===== src/rtl/blk_matmul_seq.sv =====
module blk_matmul_seq #(
  parameter int N  = 6,
  parameter int SI = 3,
  parameter int SJ = 2,
  parameter int DW = 64,
  localparam int AW = $clog2(N*N),
  localparam int CW = $clog2(N+1)
) (
  input  logic          clk,
  input  logic          rst_n,
  input  logic          start,
  input  logic          bank_free,
  output logic          rd_en,
  output logic          rd_sel_b,
  output logic [AW-1:0] rd_addr,
  input  logic [DW-1:0] rd_data,
  output logic          op_valid,
  input  logic          op_ready,
  output logic          op_is_b,
  output logic [DW-1:0] op_data,
  output logic          acc_clr,
  output logic          wb_valid,
  input  logic          wb_ready,
  output logic [AW-1:0] wb_addr,
  output logic          done
);
  localparam int NBI = N / SI;
  localparam int NBJ = N / SJ;

  typedef enum logic [1:0] {ST_IDLE, ST_CLR, ST_RUN, ST_DRAIN} st_t;
  st_t st;

  logic [CW-1:0] bi, bj, k, idx;
  logic          ph_b;

  logic [DW-1:0] f_data [2];
  logic          f_tag  [2];
  logic [1:0]    f_cnt;
  logic          infl, infl_b;

  logic          ubusy, ulast, done_q;
  logic [CW-1:0] ubi, ubj, ur, uc;

  logic pop, push, room, drained, last_blk, hand, wb_fire;

  assign op_valid = f_cnt != 2'd0;
  assign op_data  = f_data[0];
  assign op_is_b  = f_tag[0];
  assign pop      = op_valid && op_ready;
  assign push     = infl;
  assign room     = (int'(f_cnt) + int'(infl) - int'(pop)) < 2;
  assign drained  = (f_cnt == 2'd0) && !infl;
  assign last_blk = (bi == CW'(NBI-1)) && (bj == CW'(NBJ-1));
  assign hand     = (st == ST_DRAIN) && drained && !ubusy;
  assign acc_clr  = (st == ST_CLR) && bank_free;

  assign rd_en    = (st == ST_RUN) && room;
  assign rd_sel_b = ph_b;
  assign rd_addr  = ph_b ? AW'(int'(k)*N + int'(bj)*SJ + int'(idx))
                         : AW'((int'(bi)*SI + int'(idx))*N + int'(k));

  assign wb_valid = ubusy;
  assign wb_fire  = ubusy && wb_ready;
  assign wb_addr  = AW'((int'(ubi)*SI + int'(ur))*N + int'(ubj)*SJ + int'(uc));
  assign done     = done_q;

  always_ff @(posedge clk) begin
    if (!rst_n) begin
      st <= ST_IDLE; bi <= '0; bj <= '0; k <= '0; idx <= '0; ph_b <= 1'b0;
    end else begin
      case (st)
        ST_IDLE: if (start) begin st <= ST_CLR; bi <= '0; bj <= '0; end
        ST_CLR:  if (bank_free) begin st <= ST_RUN; k <= '0; idx <= '0; ph_b <= 1'b0; end
        ST_RUN:  if (rd_en) begin
          if (!ph_b) begin
            if (idx == CW'(SI-1)) begin idx <= '0; ph_b <= 1'b1; end
            else idx <= idx + 1'b1;
          end else if (idx == CW'(SJ-1)) begin
            idx <= '0; ph_b <= 1'b0;
            if (k == CW'(N-1)) begin k <= '0; st <= ST_DRAIN; end
            else k <= k + 1'b1;
          end else idx <= idx + 1'b1;
        end
        ST_DRAIN: if (hand) begin
          if (last_blk) st <= ST_IDLE;
          else begin
            st <= ST_CLR;
            if (bj == CW'(NBJ-1)) begin bj <= '0; bi <= bi + 1'b1; end
            else bj <= bj + 1'b1;
          end
        end
        default: st <= ST_IDLE;
      endcase
    end
  end

  always_ff @(posedge clk) begin
    if (!rst_n) begin
      infl <= 1'b0; infl_b <= 1'b0; f_cnt <= '0;
      f_data[0] <= '0; f_data[1] <= '0; f_tag[0] <= 1'b0; f_tag[1] <= 1'b0;
    end else begin
      infl   <= rd_en;
      infl_b <= rd_sel_b;
      case ({push, pop})
        2'b10: begin
          f_data[f_cnt[0]] <= rd_data; f_tag[f_cnt[0]] <= infl_b; f_cnt <= f_cnt + 1'b1;
        end
        2'b01: begin
          f_data[0] <= f_data[1]; f_tag[0] <= f_tag[1]; f_cnt <= f_cnt - 1'b1;
        end
        2'b11: begin
          if (f_cnt == 2'd1) begin f_data[0] <= rd_data; f_tag[0] <= infl_b; end
          else begin
            f_data[0] <= f_data[1]; f_tag[0] <= f_tag[1];
            f_data[1] <= rd_data;   f_tag[1] <= infl_b;
          end
        end
        default: ;
      endcase
    end
  end

  always_ff @(posedge clk) begin
    if (!rst_n) begin
      ubusy <= 1'b0; ulast <= 1'b0; done_q <= 1'b0;
      ubi <= '0; ubj <= '0; ur <= '0; uc <= '0;
    end else begin
      done_q <= 1'b0;
      if (hand) begin
        ubusy <= 1'b1; ulast <= last_blk; ubi <= bi; ubj <= bj; ur <= '0; uc <= '0;
      end else if (wb_fire) begin
        if (uc == CW'(SJ-1)) begin
          uc <= '0;
          if (ur == CW'(SI-1)) begin ur <= '0; ubusy <= 1'b0; done_q <= ulast; end
          else ur <= ur + 1'b1;
        end else uc <= uc + 1'b1;
      end
    end
  end

  assert_op_hold_R7: assert property (@(posedge clk) disable iff (!rst_n)
    op_valid && !op_ready |=> op_valid && $stable(op_data) && $stable(op_is_b));
  assert_wb_hold_R8: assert property (@(posedge clk) disable iff (!rst_n)
    wb_valid && !wb_ready |=> wb_valid && $stable(wb_addr));
  assert_clr_gated_R9: assert property (@(posedge clk) disable iff (!rst_n)
    acc_clr |-> bank_free);
  assert_clr_empty_R2: assert property (@(posedge clk) disable iff (!rst_n)
    acc_clr |-> !op_valid);
  assert_rd_range_R3: assert property (@(posedge clk) disable iff (!rst_n)
    rd_en |-> rd_addr < AW'(N*N-1) || rd_addr == AW'(N*N-1));
  assert_wb_range_R6: assert property (@(posedge clk) disable iff (!rst_n)
    wb_valid |-> wb_addr < AW'(N*N-1) || wb_addr == AW'(N*N-1));
  assert_done_pulse_R10: assert property (@(posedge clk) disable iff (!rst_n)
    done |=> !done);
endmodule


===== config.mk =====
export PLATFORM = sky130hd
export DESIGN_NAME = blk_matmul_seq
export DESIGN_NICKNAME = d
export VERILOG_FILES = /design/src/rtl/blk_matmul_seq.sv
export SDC_FILE = /design/constraint.sdc
export NUM_CORES = 1
export LEC_CHECK = 0
export ABC_AREA = 1
export BUFFER_PORTS_ARGS = -buffer_cell sky130_fd_sc_hd__buf_4
export CORE_MARGIN = 5
export CORE_UTILIZATION = 51
export DETAILED_ROUTE_END_ITERATION = 10
export PLACE_DENSITY_LB_ADDON = 0.3
export SLEW_MARGIN = 10
export SYNTH_ARGS = -nofsm -noshare
export SYNTH_HDL_FRONTEND = slang
export SYNTH_SLANG_ARGS = --single-unit

===== constraint.sdc =====
create_clock -name clk -period 8 [get_ports clk]
set_input_delay 1.6 -clock clk [delete_from_list [all_inputs] [get_ports clk]]
set_output_delay 1.6 -clock clk [all_outputs]
set_load 0.05 [all_outputs]

; After elaboration in Yosys (flattened, before gate mapping)
; Memories as Yosys holds them, arrays and structs flattened.
; Cells that the tools add are included.
; Widths: inputs -> output; s select.
[totals]
regBits = 34
ramBits = 130
in_bits = 70
wordCells = 178
memories = 2
[memory_table]
columns = memory, depth, width, rd, rd_clocked_by_memory_dff, write_ports, line
row1 = f_data, 2, 64, 2, 0, 2, 36  ; logic [DW-1:0] f_data [2];
row2 = f_tag, 2, 1, 2, 0, 2, 37  ; logic f_tag [2];
[classes]
add_sub_neg = 17
mul = 5
n_lt_le_gt_ge = 1
eq_ne = 23
n_mux = 72
bitwise = 12
n_reduce_logical = 30
[op_table]
columns = op, count
row1 = $mux 64, 5
row2 = $reduce_or 64->1, 1
row3 = $mux 3, 18
row4 = $mux 1, 34
row5 = $pmux 3 s2, 4
row6 = $add 3x1->3 const B, 6
row7 = $add 6x3->6, 3
row8 = $mul 3x2->5 const B, 3
row9 = $mux 2, 7
row10 = $ne 2x2->1 const B, 7
row11 = $reduce_bool 2->1, 7
row12 = $add 5x3->6, 2
row13 = $add 6x4->6, 2
row14 = $mul 6x2->5 const B, 2
row15 = $reduce_and 5->1, 2
row16 = $eq 3x1->1 const B, 3
row17 = $eq 3x2->1 const B, 3
row18 = $eq 2x2->1 const B, 4
row19 = $logic_and 1x1->1, 8
row20 = $or 1x1->1, 8
row21 = $pmux 2 s4, 1
row22 = $reduce_and 7->1, 1
row23 = $eq 2x1->1 const B, 3
row24 = $mux 6, 1
row25 = 18 further kinds, 25

; Depth between registers and ports, before layout
[logic_depth]
word_depth = 10
ltp_mapped = 19

; Least setup slack after synthesis
; Ideal clock, no wire load.
[synth_timing]
path_kind = input-to-reg
start = in op_ready
end = mem f_data[1][0] (enable)
setup_ns = 0.578
t_arrival_ns = 6.959
required_time_ns = 7.422
slack_ns = 0.463
stages = 7
cell_sequence = nand2_1 inv_1 ha_1 buf_4 buf_2 inv_1 o21ai_0
[synth_rtl]
columns = element, line
row1 = "start, declared", 18  ; input logic op_ready,
row2 = "end, declared", 36

; Worst setup path after layout
[layout_timing]
start = reg ubi[1]
end = out wb_addr[5]
[layout_between]
elab_chain_len = 5
[layout_rtl]
columns = element, line
row1 = "start, declared", 42  ; logic [CW-1:0] ubi, ubj, ur, uc;
row2 = "start signal, assigned", 126  ; ubi <= '0; ubj <= '0; ur <= '0; uc <= '0;
row3 = "start signal, assigned", 130  ; ubusy <= 1'b1; ulast <= last_blk; ubi <= bi; ubj <= bj; ur <= '0; uc <= '0;
row4 = $mul 3x2->5, 64  ; assign wb_addr = AW'((int'(ubi)*SI + int'(ur))*N + int'(ubj)*SJ + int'(uc));
row5 = $add 5x3->6, 64
row6 = $mul 6x2->5, 64
row7 = $add 6x4->6, 64
row8 = $add 6x3->6, 64
row9 = "end, declared", 24  ; output logic [AW-1:0] wb_addr,
; No other way between the ends.

==> impl_results.md <==
- Post-synthesis xor/xnor area fraction: 1.86%
- Die area: a little over 20,000 sq um
- Synth Area in Compound Gates: about 14%
- Simple-Gate Fraction of Synth Area: between 10% and 20%
- CTS sink cnt: between 150 and 200
- Mux cell area share after synthesis: 0%
- Fillers: approximately 1,400
- Gate power share: between 40% and 50%
- Via/cell ratio: around 5
- Worst setup path category: register to output pin
- Multi-input gate area: between 3000 and 4000 sq um
- Setup crit end kind: output pin
- CTS max path bufs: 2
- Post-CTS Hold Buffers: 0
- FF+latch count, synth: 164
- P_int: 2020 uW
- Most common cell after layout, fill and taps aside: inv_1
- Critical R2R Launch: f_cnt[0]
- Setup Viol. Count Final: 0
- RSZ-0062 raised after global routing: false
- Starting Density: 51.8%
- Post-Syn Area per Cell: 9.17 sq um
- Worst EP required: 6400 ps
- Tcrit/Tclk final: between 60% and 70%
- CP Launch Type: register
- Clock Pin Slew Worst Setup and Hold Paths: around 60 ps
- Hold path startpoint: ulast
- Seq/Total Area, Yosys: 51.3%
- Final ANT Viol Nets: 0
- Ratio of cells with drive above 1 in the final layout: 19.0%
- Sw frac: between 40% and 50%
- Fin Setup TNS: 0 ps
- Port bufs: 152
- Final wirelength: 20,000 um
- Area leader, netlist: edfxtp_1
- Number of distinct library cells after synthesis: 39
- Max Clock Skew: about 9 ps
- Slew headroom: roughly 29%
- CP arrival: about 3800 ps
- Num CTS Buffers: 17
- Worst-Skew Late Latency: 430 ps
- P_leak: 0.00537 uW
- Std-Cell Rows: 48
- Die height: roughly 140 um
- Synth warn: 0
- Crit path max fanout: 3
- Min-Delay Path Class: register to register
- Grt total ovfl: 0
- Fin nets: 1,231
- Pwr dens: roughly 320 nW/um^2
- Routability cong.: about 0.89
- Max-cap check violation count: 0
- Total core area: between 15,000 and 20,000 sq um
- Synth-to-layout area growth: 20.9%
- Clock Power Share: 26.0%
- # DRC: 0
- Most frequent cells in the layout: inv_1, buf_4, edfxtp_1, o21ai_0, nor2_1
- Die width: between 100 and 150 um
- Initial DRC count: around 490
- Postcts setup bufs: 0
- First-pass GRT wire length: 31,400 um
- Status: finished, final reports clean
- Post-CTS resize count: 0
- Vias: around 6,800
- Slew Viols, Final: 0
- Post-Syn Nets: 1,102
- Share of the synthesized area in the top cell type: between 40 and 50%
- Detailed Routing Iterations Pass 1: 5
- Top Ports: 153
- Initial antenna violation count: 0
- GRT Util Overall: about a fifth
- Hold Violations, Final: 0
- Fmax: 184 MHz
- Avg WL per Cell: roughly 15 um
- Final Power: 3410 uW
- Register area: between 4000 and 5000 sq um
- Cell area after synthesis: about 8900 sq um
- ANT cells: 0
- CP startpoint: ubi[1]
- Top post-synthesis cells by area: edfxtp_1, inv_1, dfxtp_1
- Adder-cell share of the synthesized area: a little under a tenth
- Vias in the first global route: around 6,400
- Flop pwr share: 33.5%
- CTS root buf: clkbuf_16
- Cells after synthesis: between 900 and 1,000
- Max rail drop VDD: 435 uV
- Main combinational cell family by area after synthesis: compound AO/OA/AOI/OAI gates
- NetSw: 1390 uW
- H-tree Lvls: 4
- Detail Placement HPWL: ~13,000 um
- Worst Tran Pin Value: around 1100 ps
- CTS tree: built
- Tmin final: about 5400 ps
- Largest net degree at the start of global routing: 68
-- cells by family after synthesis --
logic type | Yosys count
adder cells (fa/ha/maj) | 58
AO/OA/AOI/OAI | 250
buffers and inverters | 253
AND/OR/NAND/NOR | 230
XOR/XNOR | 19
flip-flops | 164
-- worst max-delay path, stage by stage, from the launching register on --
cell and delay [ps]:
dfxtp_1 410, fa_1 450, ha_1 240, fa_1 570, fa_1 450, ha_1 310, ha_1 310, nand3_1 80
nand2_1 70, xor2_1 150, xnor2_1 160, buf_4 220
-- registers in the layout, indices dropped and copies added, names as in the netlist --
register	count
rd_sel_b	1
wb_valid	1
ubi	3
ulast	1
f_tag	2
bi	3
f_cnt	2
infl	1
done	1
idx	3
uc	3
infl_b	1
f_data	128
ubj	3
ur	3
bj	3
k	3
st	2
-- layer usage --
| metal | vias up | part of all wire (%) | track usage (%) |
|---|---|---|---|
| met1 | 3197 | 44 | 25.6 |
| li1 | 3425 | - | - |
| met5 | - | 0 | 0 |
| met4 | 0 | 2.2 | 8.10 |
| met2 | 189 | 48 | 32.2 |
| met3 | 24 | 5.9 | 3.80 |
-- per-stage QoR --
step                utilization [%]  hold slack, ps  setup WS, ps  cell area, sq um  cells
global placement               58.9             437          2980             10200   1309
global route                   62.6             458          2360             10800   1341
CTS                            62.6             443          2540             10800   1341
floorplan                         -             412           463              8930    974
finish                         62.6             444          2560             10800   1341
detailed placement             58.9             436          2980             10200   1309
-- synth_stat cells (all sizes together) --
cell and n:
dfxtp 34, xnor2 11, nand3 25, o21bai 1
edfxtp 130, o31ai 1, clkbuf 20, nor4 1
fa 17, o22ai 1, buf 28, or2 1
o21ai 152, inv 204, xor2 8, clkinv 1
ha 41, nand2 85, o21a 1, nand4 3
nor3 9, nor2 106, a21oi 91, a31oi 1
a211oi 2
-- power by group through the flow --
stage | registers, uW | logic [uW] | clock network [uW]
floorplan | 1390 | 784 | 0
global placement | 1160 | 1370 | 0
detailed placement | 1160 | 1380 | 0
CTS | 1140 | 1390 | 900
global route | 1150 | 1510 | 941
finish | 1140 | 1380 | 888
-- layout make-up --
class / count / area share [%]
clock buffers: 17 / 3.94
flip-flops and latches: 164 / 42.5
clock inverters: 15 / 2.02
inverters: 205 / 7.15
multi-input cells: 557 / 30.8
well taps: 225 / 2.61
repair buffers: 158 / 11.0
-- final timing paths --
| kind | cells past startpoint | slack [ps] | to |
|---|---|---|---|
| worst max-delay path | 11 | 2560 | wb_addr[5] |
| worst min-delay path | 2 | 440 | done |
| worst max register to register | 9 | 4240 | f_data[0][57] |
| worst min register to register | 2 | 440 | done |
Power figures use the tool's default switching activity.
